==> src/rtl/nbc_pkg.sv <==
package nbc_pkg;

   localparam int unsigned NBC_FLD_W  = 8;
   localparam int unsigned NBC_TREG_W = 4 * NBC_FLD_W;

   typedef logic [NBC_FLD_W-1:0] nbc_tick_t;

   typedef enum logic [2:0] {
      NBC_PH_IDLE,
      NBC_PH_WLO,
      NBC_PH_WHI,
      NBC_PH_WEXT,
      NBC_PH_RSU,
      NBC_PH_RLO,
      NBC_PH_RHI,
      NBC_PH_RTRN
   } nbc_phase_e;

   typedef enum logic [1:0] {
      NBC_K_CMD,
      NBC_K_ADR,
      NBC_K_DAT
   } nbc_kind_e;

   // Phase lengths in ticks, every one at least 1
   typedef struct packed {
      nbc_tick_t wlo;
      nbc_tick_t whi;
      nbc_tick_t wext;
      nbc_tick_t rsu;
      nbc_tick_t rlo;
      nbc_tick_t rhi;
      nbc_tick_t rtrn;
      nbc_tick_t racc;
   } nbc_len_t;

   function automatic nbc_tick_t nbc_floor1(input nbc_tick_t v);
      return (v == '0) ? nbc_tick_t'(1) : v;
   endfunction

endpackage

==> src/rtl/nbc_rdy_sync.sv <==
module nbc_rdy_sync #(
   parameter int unsigned STAGES = 2
) (
   input  logic clk,
   input  logic rst_n,
   input  logic async_in,
   output logic sync_out
);

   generate
      if (STAGES < 2) begin : g_bad_stages
         $error("nbc_rdy_sync: STAGES must be at least 2");
      end
   endgenerate

   logic [STAGES-1:0] sr;

   always_ff @(posedge clk) begin
      if (!rst_n) sr <= '0;
      else        sr <= {sr[STAGES-2:0], async_in};
   end

   assign sync_out = sr[STAGES-1];

endmodule

==> src/rtl/nbc_timing_sel.sv <==
module nbc_timing_sel
   import nbc_pkg::*;
#(
   parameter int unsigned NUM_CS = 4,
   localparam int unsigned CS_W  = $clog2(NUM_CS)
) (
   input  logic [NUM_CS*NBC_TREG_W-1:0] tim_wr_all,
   input  logic [NUM_CS*NBC_TREG_W-1:0] tim_rd_all,
   input  logic [CS_W-1:0]              sel,
   output nbc_len_t                     lens
);

   localparam int unsigned FW = NBC_FLD_W;
   localparam int unsigned RW = NBC_TREG_W;

   logic [RW-1:0] wr_arr [NUM_CS];
   logic [RW-1:0] rd_arr [NUM_CS];

   genvar g;
   generate
      for (g = 0; g < NUM_CS; g++) begin : g_unpack
         assign wr_arr[g] = tim_wr_all[g*RW +: RW];
         assign rd_arr[g] = tim_rd_all[g*RW +: RW];
      end
   endgenerate

   logic [RW-1:0] wr_w, rd_w;
   nbc_tick_t     rdy1, extw1, wc1, wpw1, acc1, hold1, rpw1, extr1;

   assign wr_w = wr_arr[sel];
   assign rd_w = rd_arr[sel];

   always_comb begin
      rdy1  = nbc_floor1(wr_w[3*FW +: FW]);
      extw1 = nbc_floor1(wr_w[2*FW +: FW]);
      wc1   = nbc_floor1(wr_w[1*FW +: FW]);
      wpw1  = nbc_floor1(wr_w[0*FW +: FW]);
      acc1  = nbc_floor1(rd_w[3*FW +: FW]);
      hold1 = nbc_floor1(rd_w[2*FW +: FW]);
      rpw1  = nbc_floor1(rd_w[1*FW +: FW]);
      extr1 = nbc_floor1(rd_w[0*FW +: FW]);

      lens.wlo  = (wc1 > wpw1) ? nbc_tick_t'(wc1 - wpw1) : nbc_tick_t'(1);
      lens.whi  = wpw1;
      lens.wext = extw1;
      lens.rsu  = rdy1;
      lens.rlo  = (rpw1 > acc1) ? rpw1 : acc1;
      lens.rhi  = hold1;
      lens.rtrn = extr1;
      lens.racc = acc1;
   end

endmodule

==> src/rtl/nbc_cycle_fsm.sv <==
module nbc_cycle_fsm
   import nbc_pkg::*;
#(
   parameter int unsigned NUM_CS = 4,
   parameter int unsigned DQ_W   = 8,
   localparam int unsigned CS_W  = $clog2(NUM_CS)
) (
   input  logic            clk,
   input  logic            rst_n,
   input  logic            start,
   input  logic            start_rd,
   input  nbc_kind_e       kind_i,
   input  logic [DQ_W-1:0] wbyte_i,
   input  logic [CS_W-1:0] cs_i,
   input  nbc_len_t        lens_i,
   input  logic [DQ_W-1:0] dq_in,
   output logic            busy,
   output logic            rd_done,
   output logic [DQ_W-1:0] rbyte,
   output logic [NUM_CS-1:0] ce_n,
   output logic            cle,
   output logic            ale,
   output logic            we_n,
   output logic            re_n,
   output logic [DQ_W-1:0] dq_out,
   output logic            dq_oe
);

   nbc_phase_e      ph, ph_nxt;
   nbc_tick_t       tk, ph_len;
   nbc_len_t        len_q;
   nbc_kind_e       kind_q;
   logic [CS_W-1:0] cs_q;
   logic [DQ_W-1:0] wbyte_q, rbyte_q;
   logic            ph_last, in_wr_strobe;

   always_comb begin
      ph_len = nbc_tick_t'(1);
      ph_nxt = NBC_PH_IDLE;
      unique case (ph)
         NBC_PH_WLO:  begin ph_len = len_q.wlo;  ph_nxt = NBC_PH_WHI;  end
         NBC_PH_WHI:  begin ph_len = len_q.whi;  ph_nxt = NBC_PH_WEXT; end
         NBC_PH_WEXT: begin ph_len = len_q.wext; ph_nxt = NBC_PH_IDLE; end
         NBC_PH_RSU:  begin ph_len = len_q.rsu;  ph_nxt = NBC_PH_RLO;  end
         NBC_PH_RLO:  begin ph_len = len_q.rlo;  ph_nxt = NBC_PH_RHI;  end
         NBC_PH_RHI:  begin ph_len = len_q.rhi;  ph_nxt = NBC_PH_RTRN; end
         NBC_PH_RTRN: begin ph_len = len_q.rtrn; ph_nxt = NBC_PH_IDLE; end
         default:     begin ph_len = nbc_tick_t'(1); ph_nxt = NBC_PH_IDLE; end
      endcase
   end

   assign ph_last = (tk == ph_len - nbc_tick_t'(1));

   always_ff @(posedge clk) begin
      if (!rst_n) begin
         ph      <= NBC_PH_IDLE;
         tk      <= '0;
         len_q   <= '0;
         kind_q  <= NBC_K_CMD;
         cs_q    <= '0;
         wbyte_q <= '0;
         rbyte_q <= '0;
      end else if (ph == NBC_PH_IDLE) begin
         if (start) begin
            len_q   <= lens_i;
            kind_q  <= kind_i;
            cs_q    <= cs_i;
            wbyte_q <= wbyte_i;
            tk      <= '0;
            ph      <= start_rd ? NBC_PH_RSU : NBC_PH_WLO;
         end
      end else begin
         if (ph == NBC_PH_RLO && tk == len_q.racc - nbc_tick_t'(1))
            rbyte_q <= dq_in;
         if (ph_last) begin
            ph <= ph_nxt;
            tk <= '0;
         end else begin
            tk <= tk + nbc_tick_t'(1);
         end
      end
   end

   assign busy         = (ph != NBC_PH_IDLE);
   assign rd_done      = (ph == NBC_PH_RTRN) && ph_last;
   assign rbyte        = rbyte_q;
   assign in_wr_strobe = (ph == NBC_PH_WLO) || (ph == NBC_PH_WHI);
   assign cle          = in_wr_strobe && (kind_q == NBC_K_CMD);
   assign ale          = in_wr_strobe && (kind_q == NBC_K_ADR);
   assign we_n         = (ph != NBC_PH_WLO);
   assign re_n         = (ph != NBC_PH_RLO);
   assign dq_oe        = in_wr_strobe;
   assign dq_out       = wbyte_q;

   genvar g;
   generate
      for (g = 0; g < NUM_CS; g++) begin : g_ce
         assign ce_n[g] = !(busy && (cs_q == CS_W'(g)));
      end
   endgenerate

endmodule

==> src/rtl/nbc_engine.sv <==
module nbc_engine
   import nbc_pkg::*;
#(
   parameter int unsigned NUM_CS      = 4,
   parameter int unsigned WIN_W       = 8,
   parameter int unsigned DQ_W        = 8,
   parameter int unsigned HRD_W       = 32,
   parameter int unsigned SYNC_STAGES = 2,
   parameter int unsigned OFS_CMD     = 0,
   parameter int unsigned OFS_ADR     = 4,
   parameter int unsigned OFS_DAT     = 8,
   parameter int unsigned OFS_STAT    = 12,
   localparam int unsigned CS_W       = $clog2(NUM_CS),
   localparam int unsigned HA_W       = WIN_W + CS_W,
   localparam int unsigned TB_W       = NUM_CS * NBC_TREG_W
) (
   input  logic              clk,
   input  logic              rst_n,
   input  logic              h_req,
   input  logic              h_wr,
   input  logic [HA_W-1:0]   h_addr,
   input  logic [DQ_W-1:0]   h_wdata,
   output logic              h_wait,
   output logic [HRD_W-1:0]  h_rdata,
   output logic              h_rvalid,
   input  logic [TB_W-1:0]   tim_wr_all,
   input  logic [TB_W-1:0]   tim_rd_all,
   output logic [NUM_CS-1:0] nf_ce_n,
   output logic              nf_cle,
   output logic              nf_ale,
   output logic              nf_we_n,
   output logic              nf_re_n,
   output logic [DQ_W-1:0]   nf_dq_out,
   output logic              nf_dq_oe,
   input  logic [DQ_W-1:0]   nf_dq_in,
   input  logic              nf_rb_n,
   output logic              flash_rdy
);

   generate
      if (NUM_CS < 2 || (NUM_CS & (NUM_CS - 1)) != 0) begin : g_bad_cs
         $error("nbc_engine: NUM_CS must be a power of two, at least 2");
      end
      if (HRD_W < DQ_W) begin : g_bad_hrd
         $error("nbc_engine: HRD_W must be at least DQ_W");
      end
      if (OFS_STAT >= (1 << WIN_W) || OFS_DAT >= (1 << WIN_W)) begin : g_bad_ofs
         $error("nbc_engine: port offsets must fit in the window");
      end
      if (OFS_CMD == OFS_ADR || OFS_CMD == OFS_DAT || OFS_ADR == OFS_DAT
          || OFS_STAT == OFS_CMD || OFS_STAT == OFS_ADR || OFS_STAT == OFS_DAT) begin : g_dup_ofs
         $error("nbc_engine: port offsets must be distinct");
      end
   endgenerate

   logic [WIN_W-1:0] ofs;
   logic [CS_W-1:0]  csel;
   logic             accept, hit_cmd, hit_adr, hit_dat, hit_stat;
   logic             go, quick_rd, busy, rd_done;
   nbc_kind_e        kind;
   nbc_len_t         lens;
   logic [DQ_W-1:0]  rbyte;

   assign ofs      = h_addr[WIN_W-1:0];
   assign csel     = h_addr[HA_W-1:WIN_W];
   assign accept   = h_req && !h_wait;
   assign hit_cmd  = (ofs == WIN_W'(OFS_CMD));
   assign hit_adr  = (ofs == WIN_W'(OFS_ADR));
   assign hit_dat  = (ofs == WIN_W'(OFS_DAT));
   assign hit_stat = (ofs == WIN_W'(OFS_STAT));
   assign go       = accept && (h_wr ? (hit_cmd || hit_adr || hit_dat) : hit_dat);
   assign quick_rd = accept && !h_wr && !hit_dat;

   always_comb begin
      if (hit_cmd)      kind = NBC_K_CMD;
      else if (hit_adr) kind = NBC_K_ADR;
      else              kind = NBC_K_DAT;
   end

   nbc_timing_sel #(.NUM_CS(NUM_CS)) u_tsel (
      .tim_wr_all (tim_wr_all),
      .tim_rd_all (tim_rd_all),
      .sel        (csel),
      .lens       (lens)
   );

   nbc_cycle_fsm #(.NUM_CS(NUM_CS), .DQ_W(DQ_W)) u_fsm (
      .clk      (clk),
      .rst_n    (rst_n),
      .start    (go),
      .start_rd (!h_wr),
      .kind_i   (kind),
      .wbyte_i  (h_wdata),
      .cs_i     (csel),
      .lens_i   (lens),
      .dq_in    (nf_dq_in),
      .busy     (busy),
      .rd_done  (rd_done),
      .rbyte    (rbyte),
      .ce_n     (nf_ce_n),
      .cle      (nf_cle),
      .ale      (nf_ale),
      .we_n     (nf_we_n),
      .re_n     (nf_re_n),
      .dq_out   (nf_dq_out),
      .dq_oe    (nf_dq_oe)
   );

   nbc_rdy_sync #(.STAGES(SYNC_STAGES)) u_rsync (
      .clk      (clk),
      .rst_n    (rst_n),
      .async_in (nf_rb_n),
      .sync_out (flash_rdy)
   );

   assign h_wait = busy;

   always_ff @(posedge clk) begin
      if (!rst_n) begin
         h_rvalid <= 1'b0;
         h_rdata  <= '0;
      end else if (quick_rd) begin
         h_rvalid <= 1'b1;
         h_rdata  <= hit_stat ? (HRD_W'(flash_rdy) << (HRD_W - 1)) : '0;
      end else if (rd_done) begin
         h_rvalid <= 1'b1;
         h_rdata  <= HRD_W'(rbyte);
      end else begin
         h_rvalid <= 1'b0;
      end
   end

endmodule

==> config.mk <==
export PLATFORM = sky130hd
export DESIGN_NAME = nbc_engine
export DESIGN_NICKNAME = d
export VERILOG_FILES = /design/src/rtl/nbc_pkg.sv /design/src/rtl/nbc_rdy_sync.sv /design/src/rtl/nbc_timing_sel.sv /design/src/rtl/nbc_cycle_fsm.sv /design/src/rtl/nbc_engine.sv
export SDC_FILE = /design/constraint.sdc
export NUM_CORES = 1
export LEC_CHECK = 0
export BUFFER_PORTS_ARGS = -buffer_cell sky130_fd_sc_hd__clkbuf_2
export CAP_MARGIN = 20
export CORE_UTILIZATION = 40
export CTS_BUF_LIST = sky130_fd_sc_hd__clkbuf_16
export DETAILED_ROUTE_END_ITERATION = 8
export GPL_TIMING_DRIVEN = 0
export PLACE_DENSITY_LB_ADDON = 0.2
export SYNTH_ARGS = -nofsm -noshare
export SYNTH_HDL_FRONTEND = slang
export SYNTH_SLANG_ARGS = --single-unit
==> constraint.sdc <==
create_clock -name clk -period 4.6 [get_ports clk]
set_input_delay 0.23 -clock clk [delete_from_list [all_inputs] [get_ports clk]]
set_output_delay 0.23 -clock clk [all_outputs]
set_load 0.005 [all_outputs]
==> flow_summary.yaml <==
outcome:
  status: "finished, violations left"
  failing_checks: "design-rule violations"
synthesis:
  synthesis.area_per_instance_um2: 9.12
  postSynthCellCount: 826
  ys_top_cells_by_area: "dfxtp_1 (28%), mux4_2 (19%), nand2_1 (6.8%)"
  synth.largest_area_cell: "dfxtp_1"
  yosysWarnings: 0
  yosys_register_bits: 107
  number_of_enable_type_register_cells_in_the_synthesized_netlist: 0
  synth_sequential_area_ratio_pct: 28.4
  post_synth_num_cell_types: 77
  synth-main-ff-cell: "dfxtp_1"
  synth-async-reset-ratio_pct: 0
  synth_top_area_share_pct: 28.4
  synth.most_common_cell: "nand2_1"
  synth_area_um2: 7530
  synth_commonest_cells: "nand2_1 (136), dfxtp_1 (107), a21oi_1 (70)"
setup_path:
  criticalPathCategory: "input pin to flip-flop"
  worstReg2RegStart: "u_fsm.ph[2]"
  timing.reg2reg.setup_slack_ps: 920
  worst_path_largest_cell_delay_ps: 780
  worst_ep_required_time_ps: 4830
  setup.worst_path.start_class: "input pin"
  worstRegToRegCells: 15
  crit_path_cell_trace: "buf_2, clkdlybuf4s15_1, mux4_2, nor4_1, a41o_1, ha_1, inv_1, fa_1, a21o_1, a21oi_1, o21ai_0, a21o_1, a21oi_1, o21ai_2, a22oi_1, nor2_1"
  critical_path.slowest_cell: "clkdlybuf4s15_1"
  reg_to_reg_critical_path_endpoint: "u_fsm.tk[7]"
  worst_path_dominant_cell_family: "compound AO/OA/AOI/OAI gates"
  cp.arrival_ps: 4510
  endpoint_kind: "flip-flop"
  path_buf_inv: 3
  crit_path_start: "h_addr[8]"
  cp_max_fo: 10
timing:
  timing.final.ws_setup_ps: 315
  skew_ps: 6.63
  timing.final.hold_violations: 0
  max_clock_freq_mhz: 233
  timing.setup.tns_ps: 0
  final.period_utilization_pct: 93.2
  setup_viol: 0
  max_slew.worst_pin.slew_ps: 972
  relSlewSlack_pct: 34.8
  slew_viol_final: 0
  finalCriticalPeriod_ps: 4290
  rsz0062_at_grt: "false"
clock_tree:
  cts-hold-fix-buffers: 0
  clk_pin_slew_ps: 70
  htree_num_levels: 3
  cts_made_buffers: 9
  clockBufferDepth: 2
  clk_latency_ps: 360
  numClockSinks: 107
  tritoncts_clock_tree: "yes"
  cts_root_buf: "clkbuf_16"
route:
  vias_per_inst: 5.50
  routed_met1_length_um: 11200
  wl_um: 26300
  detail_route.iter0.violations: 498
  via_count: 7729
  average_routed_wire_per_standard_cell_um: 18.7
  routed-wl-met2_um: 12700
  routed-wl-met3_um: 1870
  drt_pass1_iterations: 9
  route.top_layer_used: "met4"
  detail-route-antenna-nets: 0
  post-route-drc-count: 10
place:
  finalWeightedCongestion: 0.914
  dp_cells: 1390
  place.port_buffers: 313
  postPlaceCellArea_um2: 9470
  placement.setup.worst_slack_ps: -243
  hpwl_um: 21700
global_route:
  via_count_of_the_first_global_routing_pass: 7377
  grt_antenna_before_repair: 0
  gr-usage-all-layers_pct: 27.0
  grt_max_degree: 19
  grt_overflow: 0
  grt_pass1_wl_um: 40200
cells_and_area:
  syn_to_final_growth_pct: 29.9
  layoutNonFillerInstCount: 1406
  final_instance_area_um2: 9780
  finalCoreUtilization_pct: 53.7
  diodes: 0
  layout.nets: 1479
  fraction_of_final_layout_cells_with_drive_strength_greater_than_1_pct: 38.5
floorplan:
  y_dimension_of_the_die_um: 139
  initial_utilization_pct: 41.4
  core_area_um2: 18200
  dieArea_um2: 19400
  number_of_top_level_design_ports: 339
  fp.dieW_um: 139
  floorplan.rows: 49
power_and_ir_drop:
  p_per_area_nw_per_um2: 229
  vdd.ir_drop.worst_mv: 0.176
  power.static_leakage_nw: 4.14
min_path:
  hold_start: "h_wdata[6]"
  worstHoldPathCells: 3
  hold-path-endpoint: "u_fsm.dq_out[6]"
  timing.hold.worst.class: "input pin to flip-flop"
run:
  drv.max_cap_violation_count: 0
-- cell type report --
class,instances,area [µm²]
tap,229,287
inverter,31,116
buffer,78,447
timing repair buffer,313,1570
sequential,107,2140
multi-input combinational,632,4920
fill,1739,8430
clock inverter,7,73.8
clock buffer,9,225
-- per-layer routing --
layer  up-vias  GRT usage [%]
met5         -              0
met1      3691           35.0
li1       3688              -
met4         0           6.14
met3        25           5.75
met2       325           45.9
-- kinds of logic after synthesis --
group                    share of synthesized area (%)
AND/OR/NAND/NOR                                   20.4
AO/OA/AOI/OAI                                     12.4
buffers and inverters                             7.33
flip-flops                                        28.4
multiplexers                                      25.0
XOR/XNOR                                          3.02
adder cells (fa/ha/maj)                           3.42
other                                           0.0498
-- where the power goes --
part	internal [mW]	leakage, nW	switching [mW]
combinational	0.263	3.13	0.256
clock	0.426	0.148	0.368
sequential	0.928	0.862	0.00162
-- per-stage QoR --
stage	hold WS (ps)	power (mW)
6_report	89.7	2.24
5_1_grt	77.5	2.33
4_1_cts	81.9	2.25
3_5_place_dp	427	1.46
3_3_place_gp	415	1.46
2_1_floorplan	357	1.26
-- worst min-delay path, delay by kind of cell --
family / cells / cell delay [ps]
AO/OA/AOI/OAI: 1 / 50
buffers and inverters: 1 / 80
AND/OR/NAND/NOR: 1 / 40
-- registers in the layout, indices dropped and copies added, names as in the netlist --
name,flops
u_rsync.sr,2
u_fsm.rbyte,8
u_fsm.ph,3
u_fsm.cs_q,2
h_rvalid,1
u_fsm.len_q,64
u_fsm.dq_out,8
u_fsm.kind_q,2
u_fsm.tk,8
h_rdata,9
-- worst max-delay path by stage --
stage | cells past startpoint | slack (ps) | endpoint
floorplan | 17 | 590 | u_fsm.len_q[63]
global placement | 17 | -200 | u_fsm.len_q[63]
detailed placement | 17 | -240 | u_fsm.len_q[63]
CTS | 17 | 120 | u_fsm.len_q[62]
global route | 16 | 10 | u_fsm.len_q[60]
finish | 16 | 310 | u_fsm.len_q[62]
-- repair_timing --
| action | in CTS | in global routing |
|---|---|---|
| endpoints found under the setup margin | 0 | 8 |
| gates resized for setup | 0 | 4 |
| buffers inserted | 0 | 0 |
-- placed cells by master, fill, tap and decap left out, types with 4 or more instances in the layout --
| cell | count |
|---|---|
| o21ai_0 | 10 |
| clkbuf_2 | 313 |
| xor2_1 | 7 |
| conb_1 | 23 |
| nand2_1 | 136 |
| a21oi_1 | 70 |
| xnor2_1 | 19 |
| nor2b_1 | 7 |
| nand4_1 | 7 |
| and2_1 | 5 |
| buf_2 | 6 |
| o22ai_1 | 5 |
| buf_6 | 4 |
| mux4_2 | 65 |
| buf_4 | 23 |
| a21o_1 | 6 |
| inv_1 | 30 |
| nand3_1 | 36 |
| mux2_2 | 6 |
| nand2b_1 | 8 |
| mux2i_1 | 30 |
| nor4_1 | 11 |
| nor3_1 | 25 |
| clkbuf_16 | 9 |
| a311oi_1 | 7 |
| or3_1 | 6 |
| a22oi_1 | 6 |
| and3_1 | 4 |
| ha_1 | 19 |
| dfxtp_1 | 107 |
| nand3b_1 | 4 |
| clkbuf_1 | 39 |
| or4_1 | 7 |
| nor2_1 | 44 |
No activity file was read; power rests on OpenSTA's default activity.
